[src/rtl/rtc_pkg.sv]
package rtc_pkg;

  localparam int FIELD_W = 8;
  localparam int ADDR_W  = 6;
  localparam int DATA_W  = 16;

  localparam logic [ADDR_W-1:0] OFS_HM   = 6'h00;
  localparam logic [ADDR_W-1:0] OFS_SEC  = 6'h04;
  localparam logic [ADDR_W-1:0] OFS_AHM  = 6'h08;
  localparam logic [ADDR_W-1:0] OFS_ASEC = 6'h0C;
  localparam logic [ADDR_W-1:0] OFS_CTL  = 6'h10;
  localparam logic [ADDR_W-1:0] OFS_DAY  = 6'h20;
  localparam logic [ADDR_W-1:0] OFS_ADAY = 6'h24;

  localparam int CTL_EN_BIT  = 7;
  localparam int CTL_SEL_LSB = 5;

  typedef enum logic [1:0] {
    REF_A   = 2'd0,
    REF_B   = 2'd1,
    REF_C   = 2'd2,
    REF_OFF = 2'd3
  } ref_sel_e;

  function automatic int max3(int a, int b, int c);
    int m;
    m = (a > b) ? a : b;
    return (m > c) ? m : c;
  endfunction

endpackage

[src/rtl/rtc_prescaler.sv]
module rtc_prescaler
  import rtc_pkg::*;
#(
  parameter int DIV0 = 32768,
  parameter int DIV1 = 32000,
  parameter int DIV2 = 38400
) (
  input  logic     clk,
  input  logic     rst_n,
  input  logic     run,
  input  logic     ref_tick,
  input  logic     clr,
  input  ref_sel_e sel,
  output logic     sec_tick
);

  localparam int DMAX = max3(DIV0, DIV1, DIV2);
  localparam int CW   = (DMAX > 1) ? $clog2(DMAX) : 1;

  logic [CW-1:0] frac_q, frac_d, last_sel;
  logic          step, at_end, upd;

  always_comb begin
    unique case (sel)
      REF_A:   last_sel = CW'(DIV0 - 1);
      REF_B:   last_sel = CW'(DIV1 - 1);
      REF_C:   last_sel = CW'(DIV2 - 1);
      default: last_sel = '1;
    endcase
  end

  // The terminal test is >= so a fraction left over from a larger ratio
  // ends on the next strobe after the select changes.
  assign step     = run && ref_tick && (sel != REF_OFF);
  assign at_end   = frac_q >= last_sel;
  assign sec_tick = step && at_end && !clr;
  assign upd      = step || clr;

  always_comb begin
    frac_d = frac_q;
    if (clr)         frac_d = '0;
    else if (at_end) frac_d = '0;
    else             frac_d = frac_q + 1'b1;
  end

  always_ff @(posedge clk or negedge rst_n) begin
    if (!rst_n)   frac_q <= '0;
    else if (upd) frac_q <= frac_d;
  end

endmodule

[src/rtl/rtc_wrap_ctr.sv]
module rtc_wrap_ctr #(
  parameter int W    = 8,
  parameter int LAST = 59
) (
  input  logic         clk,
  input  logic         rst_n,
  input  logic         inc,
  input  logic         ld,
  input  logic [W-1:0] ld_val,
  output logic [W-1:0] val,
  output logic [W-1:0] nxt,
  output logic         carry
);

  localparam logic [W-1:0] LIM = W'(LAST);

  logic [W-1:0] val_q;
  logic         term, upd;

  assign term  = val_q >= LIM;
  assign carry = inc && !ld && term;
  assign upd   = inc || ld;

  // Load has priority over a step in the same cycle.
  always_comb begin
    nxt = val_q;
    if (ld)        nxt = ld_val;
    else if (inc)  nxt = term ? '0 : val_q + 1'b1;
  end

  always_ff @(posedge clk or negedge rst_n) begin
    if (!rst_n)   val_q <= '0;
    else if (upd) val_q <= nxt;
  end

  assign val = val_q;

endmodule

[src/rtl/rtc_alarm_cmp.sv]
module rtc_alarm_cmp
  import rtc_pkg::*;
#(
  parameter int DW = 16
) (
  input  logic               clk,
  input  logic               rst_n,
  input  logic               step,
  input  logic [FIELD_W-1:0] t_sec,
  input  logic [FIELD_W-1:0] t_min,
  input  logic [FIELD_W-1:0] t_hr,
  input  logic [DW-1:0]      t_day,
  input  logic [FIELD_W-1:0] a_sec,
  input  logic [FIELD_W-1:0] a_min,
  input  logic [FIELD_W-1:0] a_hr,
  input  logic [DW-1:0]      a_day,
  output logic               hit
);

  logic hit_d, hit_q, same;

  assign same  = (t_sec == a_sec) && (t_min == a_min) &&
                 (t_hr == a_hr) && (t_day == a_day);
  assign hit_d = step && same;

  always_ff @(posedge clk or negedge rst_n) begin
    if (!rst_n) hit_q <= 1'b0;
    else        hit_q <= hit_d;
  end

  assign hit = hit_q;

endmodule

[src/rtl/rtc_daytime.sv]
module rtc_daytime
  import rtc_pkg::*;
#(
  parameter int DIV_REF0  = 32768,
  parameter int DIV_REF1  = 32000,
  parameter int DIV_REF2  = 38400,
  parameter bit SHORT_DAY = 1'b0
) (
  input  logic              clk,
  input  logic              rst_n,
  input  logic              ref_tick,
  input  logic              bus_sel,
  input  logic              bus_wr,
  input  logic [ADDR_W-1:0] bus_addr,
  input  logic [DATA_W-1:0] bus_wdata,
  output logic [DATA_W-1:0] bus_rdata,
  output logic              alarm_evt
);

  localparam int DAY_W     = SHORT_DAY ? 9 : 16;
  localparam int NUM_UNITS = 4;

  // Reset: asserted asynchronously, released through two flops.
  logic [1:0] rst_sync_q;
  logic       rst_core_n;

  always_ff @(posedge clk or negedge rst_n) begin
    if (!rst_n) rst_sync_q <= 2'b00;
    else        rst_sync_q <= {rst_sync_q[0], 1'b1};
  end
  assign rst_core_n = rst_sync_q[1];

  // Write decode.
  logic wr_go, wr_hm, wr_sec, wr_day, wr_ahm, wr_asec, wr_aday, wr_ctl;

  assign wr_go   = bus_sel && bus_wr;
  assign wr_hm   = wr_go && (bus_addr == OFS_HM);
  assign wr_sec  = wr_go && (bus_addr == OFS_SEC);
  assign wr_day  = wr_go && (bus_addr == OFS_DAY);
  assign wr_ahm  = wr_go && (bus_addr == OFS_AHM);
  assign wr_asec = wr_go && (bus_addr == OFS_ASEC);
  assign wr_aday = wr_go && (bus_addr == OFS_ADAY);
  assign wr_ctl  = wr_go && (bus_addr == OFS_CTL);

  // Control register.
  logic     ctl_en_q, ctl_en_d;
  ref_sel_e ctl_sel_q, ctl_sel_d;

  always_comb begin
    ctl_en_d  = ctl_en_q;
    ctl_sel_d = ctl_sel_q;
    if (wr_ctl) begin
      ctl_en_d  = bus_wdata[CTL_EN_BIT];
      ctl_sel_d = ref_sel_e'(bus_wdata[CTL_SEL_LSB +: 2]);
    end
  end

  always_ff @(posedge clk or negedge rst_core_n) begin
    if (!rst_core_n) begin
      ctl_en_q  <= 1'b0;
      ctl_sel_q <= REF_A;
    end else if (wr_ctl) begin
      ctl_en_q  <= ctl_en_d;
      ctl_sel_q <= ctl_sel_d;
    end
  end

  // Alarm registers.
  logic [FIELD_W-1:0] alm_sec_q, alm_min_q, alm_hr_q;
  logic [FIELD_W-1:0] alm_sec_d, alm_min_d, alm_hr_d;
  logic [DAY_W-1:0]   alm_day_q, alm_day_d;
  logic               alm_upd;

  assign alm_upd = wr_ahm || wr_asec || wr_aday;

  always_comb begin
    alm_sec_d = alm_sec_q;
    alm_min_d = alm_min_q;
    alm_hr_d  = alm_hr_q;
    alm_day_d = alm_day_q;
    if (wr_asec) alm_sec_d = bus_wdata[FIELD_W-1:0];
    if (wr_ahm) begin
      alm_min_d = bus_wdata[FIELD_W-1:0];
      alm_hr_d  = bus_wdata[2*FIELD_W-1:FIELD_W];
    end
    if (wr_aday) alm_day_d = bus_wdata[DAY_W-1:0];
  end

  always_ff @(posedge clk or negedge rst_core_n) begin
    if (!rst_core_n) begin
      alm_sec_q <= '0;
      alm_min_q <= '0;
      alm_hr_q  <= '0;
      alm_day_q <= '0;
    end else if (alm_upd) begin
      alm_sec_q <= alm_sec_d;
      alm_min_q <= alm_min_d;
      alm_hr_q  <= alm_hr_d;
      alm_day_q <= alm_day_d;
    end
  end

  // Prescaler.
  logic sec_tick;

  rtc_prescaler #(
    .DIV0 (DIV_REF0),
    .DIV1 (DIV_REF1),
    .DIV2 (DIV_REF2)
  ) i_presc (
    .clk      (clk),
    .rst_n    (rst_core_n),
    .run      (ctl_en_q),
    .ref_tick (ref_tick),
    .clr      (wr_sec),
    .sel      (ctl_sel_q),
    .sec_tick (sec_tick)
  );

  // Counter chain: unit 0 seconds, 1 minutes, 2 hours, 3 days.
  logic [NUM_UNITS:0]   chain;
  logic [NUM_UNITS-1:0] unit_ld;
  logic [FIELD_W-1:0]   sec_val, min_val, hr_val, sec_nxt, min_nxt, hr_nxt;
  logic [DAY_W-1:0]     day_val, day_nxt;
  logic                 day_wrap;

  assign chain[0] = sec_tick;
  assign unit_ld  = {wr_day, wr_hm, wr_hm, wr_sec};
  assign day_wrap = chain[NUM_UNITS];

  for (genvar gi = 0; gi < NUM_UNITS; gi++) begin : g_unit
    localparam int UW    = (gi == NUM_UNITS - 1) ? DAY_W : FIELD_W;
    localparam int ULAST = (gi <= 1) ? 59 : (gi == 2) ? 23 : (2 ** DAY_W) - 1;
    localparam int USH   = (gi == 2) ? FIELD_W : 0;

    logic [UW-1:0] v, n, ldv;

    assign ldv = UW'(bus_wdata >> USH);

    rtc_wrap_ctr #(
      .W    (UW),
      .LAST (ULAST)
    ) i_ctr (
      .clk    (clk),
      .rst_n  (rst_core_n),
      .inc    (chain[gi]),
      .ld     (unit_ld[gi]),
      .ld_val (ldv),
      .val    (v),
      .nxt    (n),
      .carry  (chain[gi+1])
    );

    if (gi == 0) begin : g_sec
      assign sec_val = v;
      assign sec_nxt = n;
    end else if (gi == 1) begin : g_min
      assign min_val = v;
      assign min_nxt = n;
    end else if (gi == 2) begin : g_hr
      assign hr_val = v;
      assign hr_nxt = n;
    end else begin : g_day
      assign day_val = v;
      assign day_nxt = n;
    end
  end

  // Alarm compare on the values the step edge will load.
  rtc_alarm_cmp #(
    .DW (DAY_W)
  ) i_alarm (
    .clk   (clk),
    .rst_n (rst_core_n),
    .step  (sec_tick),
    .t_sec (sec_nxt),
    .t_min (min_nxt),
    .t_hr  (hr_nxt),
    .t_day (day_nxt),
    .a_sec (alm_sec_q),
    .a_min (alm_min_q),
    .a_hr  (alm_hr_q),
    .a_day (alm_day_q),
    .hit   (alarm_evt)
  );

  // Read mux.
  logic [DATA_W-1:0] rd_mux;

  always_comb begin
    unique case (bus_addr)
      OFS_HM:   rd_mux = {hr_val, min_val};
      OFS_SEC:  rd_mux = {8'h00, sec_val};
      OFS_AHM:  rd_mux = {alm_hr_q, alm_min_q};
      OFS_ASEC: rd_mux = {8'h00, alm_sec_q};
      OFS_CTL:  rd_mux = {8'h00, ctl_en_q, ctl_sel_q, 5'b00000};
      OFS_DAY:  rd_mux = DATA_W'(day_val);
      OFS_ADAY: rd_mux = DATA_W'(alm_day_q);
      default:  rd_mux = '0;
    endcase
  end

  assign bus_rdata = bus_sel ? rd_mux : '0;

endmodule

[config.mk]
export PLATFORM = sky130hd
export DESIGN_NAME = rtc_daytime
export DESIGN_NICKNAME = d
export VERILOG_FILES = /design/src/rtl/rtc_pkg.sv /design/src/rtl/rtc_prescaler.sv /design/src/rtl/rtc_wrap_ctr.sv /design/src/rtl/rtc_alarm_cmp.sv /design/src/rtl/rtc_daytime.sv
export SDC_FILE = /design/constraint.sdc
export NUM_CORES = 1
export LEC_CHECK = 0
export BUFFER_PORTS_ARGS = -buffer_cell sky130_fd_sc_hd__buf_2
export CORE_ASPECT_RATIO = 0.5
export CORE_UTILIZATION = 40
export DETAILED_ROUTE_END_ITERATION = 7
export GPL_TIMING_DRIVEN = 0
export PLACE_DENSITY_LB_ADDON = 0.2
export SETUP_SLACK_MARGIN = 0.5
export SLEW_MARGIN = 20
export SYNTH_ARGS = -nofsm -noshare
export SYNTH_HDL_FRONTEND = slang
export SYNTH_SLANG_ARGS = --single-unit
[constraint.sdc]
create_clock -name clk -period 5.25 [get_ports clk]
set_clock_uncertainty 0.15 [all_clocks]
set_input_delay 1.05 -clock clk [delete_from_list [all_inputs] [get_ports clk]]
set_output_delay 1.05 -clock clk [all_outputs]
set_load 0.005 [all_outputs]
== Yosys cells after proc, flatten, opt, wreduce, memory -nomap -nowiden ==
Index checks and enable logic that the tools add are counted.

* Flip-flop bits (word level): 102
* Bits of input ports: 27
* Output and inout port bits: 17
* Logic and storage cells: 89

* Add/sub/neg operators: 5
* $lt $le $gt $ge: 5
* Eq/ne operators: 13
* Muxes and demuxes: 17
* Reduce and logical (&&, ||, !) cells: 36

{| class="wikitable"
|+ Operator list
! operator !! number
|-
| $pmux W16 S7 || 1
|-
| $mux W16 || 6
|-
| $mux W8 || 9
|-
| $pmux W16 S3 || 1
|-
| $add A16 B1 Y16 const B || 2
|-
| $add A8 B1 Y8 const B || 3
|-
| $eq A8 B8 Y1 || 3
|-
| $logic_and A1 B1 Y1 || 22
|-
| $eq A16 B16 Y1 || 1
|-
| $ge A16 B16 Y1 || 1
|-
| $ge A16 B16 Y1 const B || 1
|-
| $ge A8 B6 Y1 const B || 2
|-
| $eq A6 B4 Y1 const B || 2
|-
| $eq A6 B6 Y1 const B || 2
|-
| $ge A8 B5 Y1 const B || 1
|-
| $logic_or A1 B1 Y1 || 7
|-
| $eq A6 B3 Y1 const B || 1
|-
| $eq A6 B5 Y1 const B || 1
|-
| $logic_not A6 Y1 || 1
|-
| $reduce_and A2 Y1 || 3
|-
| $eq A2 B1 Y1 const B || 1
|-
| $eq A2 B2 Y1 const B || 1
|-
| $logic_not A1 Y1 || 2
|-
| $logic_not A2 Y1 || 1
|-
| $ne A2 B2 Y1 const B || 1
|}

== Longest topological paths before layout ==
* Word-level depth: 16
* Gate-level depth with buffers: 15
* Depth with buffers taken out: 13

== Modules after synthesis ==
Synthesis repeated with hierarchy kept, for this count alone.

* Cells, all modules: 695
* Area total of the unflattened synthesis: 6,950.4 µm²

{| class="wikitable"
|+ By module, submodules not included
! module !! times used !! cells an instance !! area an instance (µm²) !! seq. area each (µm²)
|-
| rtc_daytime || 1 || 196 || 2,466.1 || 1,126.1
|-
| rtc_prescaler || 1 || 145 || 1,295.0 || 400.4
|-
| rtc_wrap_ctr (g_unit[3].i_ctr) || 1 || 126 || 1,164.9 || 400.4
|-
| rtc_wrap_ctr (g_unit[0].i_ctr ...) || 2 || 57 || 511.7 || 200.2
|-
| rtc_wrap_ctr (g_unit[2].i_ctr) || 1 || 58 || 531.8 || 200.2
|-
| rtc_alarm_cmp || 1 || 56 || 469.2 || 25.0
|}

== Least setup slack after synthesis ==
OpenSTA, ideal clock, no wires.

* Path kind: input -> register
* Start: input port bus_addr[4]
* End: register i_alarm.hit_q (netlist: i_alarm.hit)
* Setup time: 96 ps
* Data arrival time: 3,781 ps
* Data required time: 5,004 ps
* Setup slack: 1,224 ps
* Stages: 11
* Buffers on the path: 2
* Cell sequence: buf_6 -> or4_1 -> buf_2 -> o21ai_4 -> nor4_2 -> a41o_1 -> nor2b_4 -> a221o_1 -> or4_1 -> or4_1 -> nor4_2

* Cells in the longest elaborated chain, start to end: 15
* Elaborated cells on any way between the ends: 31
* Those cells by class: eq/ne (6); mux (8); reduce/logical (17)

{| class="wikitable"
|+ RTL lines
! what !! RTL line !! RTL
|-
| start, declared || rtc_daytime.sv:14 || <nowiki>input logic [ADDR_W-1:0] bus_addr,</nowiki>
|-
| $eq A6 B3 Y1 || rtc_daytime.sv:38 || <nowiki>assign wr_sec = wr_go && (bus_addr == OFS_SEC);</nowiki>
|-
| $logic_and A1 B1 Y1 || rtc_daytime.sv:38 ||
|-
| $logic_not A1 Y1 || rtc_prescaler.sv:36, rtc_wrap_ctr.sv:21 ||
|-
| $logic_and A1 B1 Y1 || rtc_prescaler.sv:36 || <nowiki>assign sec_tick = step && at_end && !clr;</nowiki>
|-
| $logic_and A1 B1 Y1 (6 in a row) || rtc_wrap_ctr.sv:21 || <nowiki>assign carry = inc && !ld && term;</nowiki>
|-
| $mux W16 || rtc_wrap_ctr.sv:28 || <nowiki>else if (inc) nxt = term ? '0 : val_q + 1'b1;</nowiki>
|-
| $mux W16 || rtc_wrap_ctr.sv:27 || <nowiki>if (ld) nxt = ld_val;</nowiki>
|-
| $eq A16 B16 Y1 || rtc_alarm_cmp.sv:23 || <nowiki>(t_hr == a_hr) && (t_day == a_day);</nowiki>
|-
| $logic_and A1 B1 Y1 || rtc_alarm_cmp.sv:23 ||
|-
| $logic_and A1 B1 Y1 * || rtc_alarm_cmp.sv:24 || <nowiki>assign hit_d = step && same;</nowiki>
|-
| via i_alarm.hit_d || rtc_alarm_cmp.sv:20 || <nowiki>logic hit_d, hit_q, same;</nowiki>
|-
| end signal, assigned || rtc_alarm_cmp.sv:28 || <nowiki>else hit_q <= hit_d;</nowiki>
|-
| end, declared || rtc_alarm_cmp.sv:20 ||
|}

The timed path passes the listed nets; every way through them passes the cells marked *.
A chain may end at the register's enable or synchronous reset.

== Final worst setup path ==
* Start: register ctl_sel_q[0]
* End: register i_alarm.hit_q (netlist: i_alarm.hit)

* Cells in the longest elaborated chain, start to end: 16
* Elaborated cells on any way between the ends: 31
* Those cells by class: order compare (1); eq/ne (7); mux (9); reduce/logical (14)

{| class="wikitable"
|+ RTL lines
! what !! RTL line !! RTL
|-
| start, declared || rtc_daytime.sv:47 || <nowiki>ref_sel_e ctl_sel_q, ctl_sel_d;</nowiki>
|-
| start signal, assigned || rtc_daytime.sv:64 || <nowiki>ctl_sel_q <= ctl_sel_d;</nowiki>
|-
| $eq A2 B2 Y1, or another cell as far along || rtc_prescaler.sv:24 || <nowiki>unique case (sel)</nowiki>
|-
| $pmux W16 S3 || rtc_prescaler.sv:24 ||
|-
| $ge A16 B16 Y1 || rtc_prescaler.sv:35 || <nowiki>assign at_end = frac_q >= last_sel;</nowiki>
|-
| $logic_and A1 B1 Y1 * (2 in a row) || rtc_prescaler.sv:36 ||
|-
| $logic_and A1 B1 Y1 (6 in a row) || rtc_wrap_ctr.sv:21 ||
|-
| $mux W16 || rtc_wrap_ctr.sv:28 ||
|-
| $mux W16 || rtc_wrap_ctr.sv:27 ||
|-
| $eq A16 B16 Y1 || rtc_alarm_cmp.sv:23 ||
|-
| $logic_and A1 B1 Y1 || rtc_alarm_cmp.sv:23 ||
|-
| $logic_and A1 B1 Y1 * || rtc_alarm_cmp.sv:24 ||
|-
| via i_alarm.hit_d || rtc_alarm_cmp.sv:20 ||
|}

Marks and branches as above.

==> results.ini <==
[timing]
finalSetupViolCount = 0
final.min_clock_period_ns = 4.72
rsz0062_at_grt = true
finalHoldViolations = 0
timing.final.crit_share = 0.899
drv_slew = 0
tightest_slew_ns = 0.938
clock.fmax_ghz = 0.212
slew_headroom = 0.369

[global_route]
grt_start_max_net_pins = 37
grt_overflow = 0
grt_use_met2 = 0.491
grt_pass1_wl_um = 47300
use_met1 = 0.502
grt_use_met3 = 0.0821
antenna_found_initial = 1
grt_pass1_vias = 7186
top_usage_layer = met1
grt_usage = 0.340

[clock_tree]
insertion_delay_ns = 0.38
cts.clk_slew.worst_paths_ns = 0.07
cts_buffer_depth = 2
cts_tree = done
numCtsBuffers = 9
cts_root_buf = clkbuf_16
htreeDepth = 3
cts.sinks = 102

[setup_path]
r2r-end = i_alarm.hit
cp.required_ns = 5.35
worstPathMaxFanout = 7
r2r_slack_ns = 0.53
timing.rr.start = ctl_sel_q[0]
crit_chain = inv_1, ha_1, ha_1, nand4_1, nor4b_4, nor3_4, o21ai_1, nor2b_4, a221o_1, or4_1, or4_1, nor4_2
start_kind = register
reg2reg_depth = 12
endpoint_kind = register
cp_data_arrival_time_ns = 4.81
critPathMaxStageDelay_ns = 0.71
crit_slowest_cell = o21ai_1
critPathKind = reg2reg

[synthesis]
synth_top_area_frac = 0.343
yosysUniqueCellTypes = 71
yosys.area_share.adder = 0.0252
async_reset_ff_frac = 1.00
synthTopCellsByCount = dfrtp_1 (102), nand2_1 (77), nor2_1 (71), clkbuf_1 (52), o21ai_0 (50)
synth-simple-area-share = 0.228
synth_top_family_by_area = simple AND/OR/NAND/NOR gates
muxShareOfSynthArea = 0.0889
yosys.area.top_type = dfrtp_1
synth.cell_area_um2 = 7450
synthXorXnorAreaFrac = 0.0576
yosysWarnings = 0
ys_seq_elements = 102
yosysSeqAreaShare = 0.343
ys_top_cells_by_area = dfrtp_1 (34%), mux2_2 (5.9%), nand2_1 (3.9%), xnor2_1 (3.8%), nor2_1 (3.6%)
syn_nets = 917
synth_flop_cell = dfrtp_1
synth_edf_count = 0
yosysMostFrequentCell = dfrtp_1
synth_compound_area_frac = 0.205
synth_cells = 875
avgSynthCellArea_um2 = 8.51

[power_and_ir_drop]
p_leak_nw = 3.53
power_frac_clock = 0.349
ir_worst_vdd_v = 0.000168
powerDensity_nw_per_um2 = 257
swShare = 0.337
switchingPower_w = 0.000738
p_int_w = 0.00145
seqPwrFrac = 0.433
combPwrFrac = 0.218

[placement]
dp_hpwl_um = 23600
gp_congestion = 0.990
place_inst = 1147
portBuffers = 35

[route]
avgViaCountPerCell = 6.63
final_antenna_net_count = 0
wl_um = 31700
vias = 7749
wl_per_cell_um = 27.2
drt_first_pass_iters = 7
drtIter0Drc = 933
drc = 0

[floorplanning]
coreArea_um2 = 17800
fp.dieArea_um2 = 19200
die_x_um = 195
die_h_um = 98.5
fp-row-count = 34
io_pins = 44
start_util = 0.419

[cells_and_area]
antenna_cells = 0
utilization = 0.479
final_cells = 1168
multi_input_area_um2 = 4670
seq_area_um2 = 2560
num-fill-cells = 1785
nets = 971
drive_gt1_frac = 0.165
syn_to_final_growth_pct = 14.4

[worst_hold_path]
hold_path.class = reg2async

[job]
cap_violations = 0

[outcome]
outcome = completed

## metal layers
metal	vias up	routed length (um)
li1	3393	-
met1	3849	14300
met2	442	13200
met3	65	3430
met4	0	743
met5	-	0
## layout make-up
| cell class | instances | area share |
|---|---|---|
| clock buffer | 10 | 0.0269 |
| inverter | 29 | 0.0128 |
| timing repair buffer | 43 | 0.0306 |
| multi-input combinational | 676 | 0.549 |
| tap | 234 | 0.0344 |
| sequential | 102 | 0.300 |
| clock inverter | 6 | 0.0109 |
| buffer | 68 | 0.0358 |
## critical path, delay by kind of cell, from the launching register on
| family | cells | cell delay [ns] |
|---|---|---|
| adders and majority gates | 2 | 0.56 |
| and+or+nand+nor | 7 | 2.29 |
| buffers and inverters | 1 | 0.10 |
| DFF | 1 | 0.42 |
| AOI/OAI and AO/OA | 2 | 1.06 |
## cell families (layout without fill, tap and decap cells)
group | Yosys count | after routing
xor+xnor | 49 | 49
compound gates | 226 | 226
flops | 102 | 102
buf+inv | 97 | 156
other cells | 1 | 1
fa+ha+maj | 15 | 15
simple gates | 330 | 330
mux | 55 | 55
## registers in the layout (all words and copies together), names as in the netlist
register / count
alm_day_q: 16
alm_hr_q: 8
alm_min_q: 8
alm_sec_q: 8
ctl_en_q: 1
ctl_sel_q: 2
g_unit.i_ctr.val: 40
i_alarm.hit: 1
i_presc.frac_q: 16
rst_sync_q: 2
## layout by cell type (no fill, tap or decap), types with 21 or more instances in the layout
cell | synthesis | final
xnor2_1 | 32 | 32
nor2_1 | 71 | 70
o21ai_0 | 50 | 50
nand4_1 | 22 | 22
nand2_1 | 77 | 76
nand3_1 | 48 | 46
clkbuf_1 | 52 | 43
mux2_2 | 39 | 39
a31oi_1 | 21 | 21
a21oi_1 | 40 | 40
dfrtp_1 | 102 | 101
buf_2 | 10 | 47
inv_1 | 29 | 29
## power groups by stage
stage | Combinational (W) | Sequential [W] | Clock, W
detailed placement | 0.000446 | 0.000959 | 0
global placement | 0.000429 | 0.000968 | 0
global route | 0.000510 | 0.000958 | 0.000809
floorplan | 0.000294 | 0.000926 | 0
finish | 0.000477 | 0.000950 | 0.000764
CTS | 0.000450 | 0.000945 | 0.000777
## stage by stage
stage	power, W	area (um^2)	hold slack, ns	setup TNS, ns	setup slack (ns)
3_5_place_dp	0.00140	7980	0.177	-0.308	-0.308
5_1_grt	0.00228	8520	0.206	0	0.452
2_1_floorplan	0.00122	7450	0.181	0	1.22
6_report	0.00219	8520	0.154	0	0.531
3_3_place_gp	0.00140	7920	0.185	-0.720	-0.333
4_1_cts	0.00217	8340	0.181	0	0.342
## timing repair
action                                 in CTS  in global routing
resized for setup                          13                 39
endpoints found under the hold margin       0                  0
buffers inserted                            0                  5
setup endpoints to repair                   5                  9
pin swaps                                   0                  2
cloned                                      0                  0
hold buffers                                0                  0
## worst max path at each step
stage / start / to / cells past startpoint
after floorplan: bus_addr[4] / i_alarm.hit / 11
after global placement: bus_addr[2] / i_alarm.hit / 10
after detailed placement: bus_addr[2] / i_alarm.hit / 12
after CTS: bus_addr[2] / i_alarm.hit / 11
after global routing: ctl_sel_q[0] / i_alarm.hit / 13
final: ctl_sel_q[0] / i_alarm.hit / 12
Power figures use the tool's default switching activity.
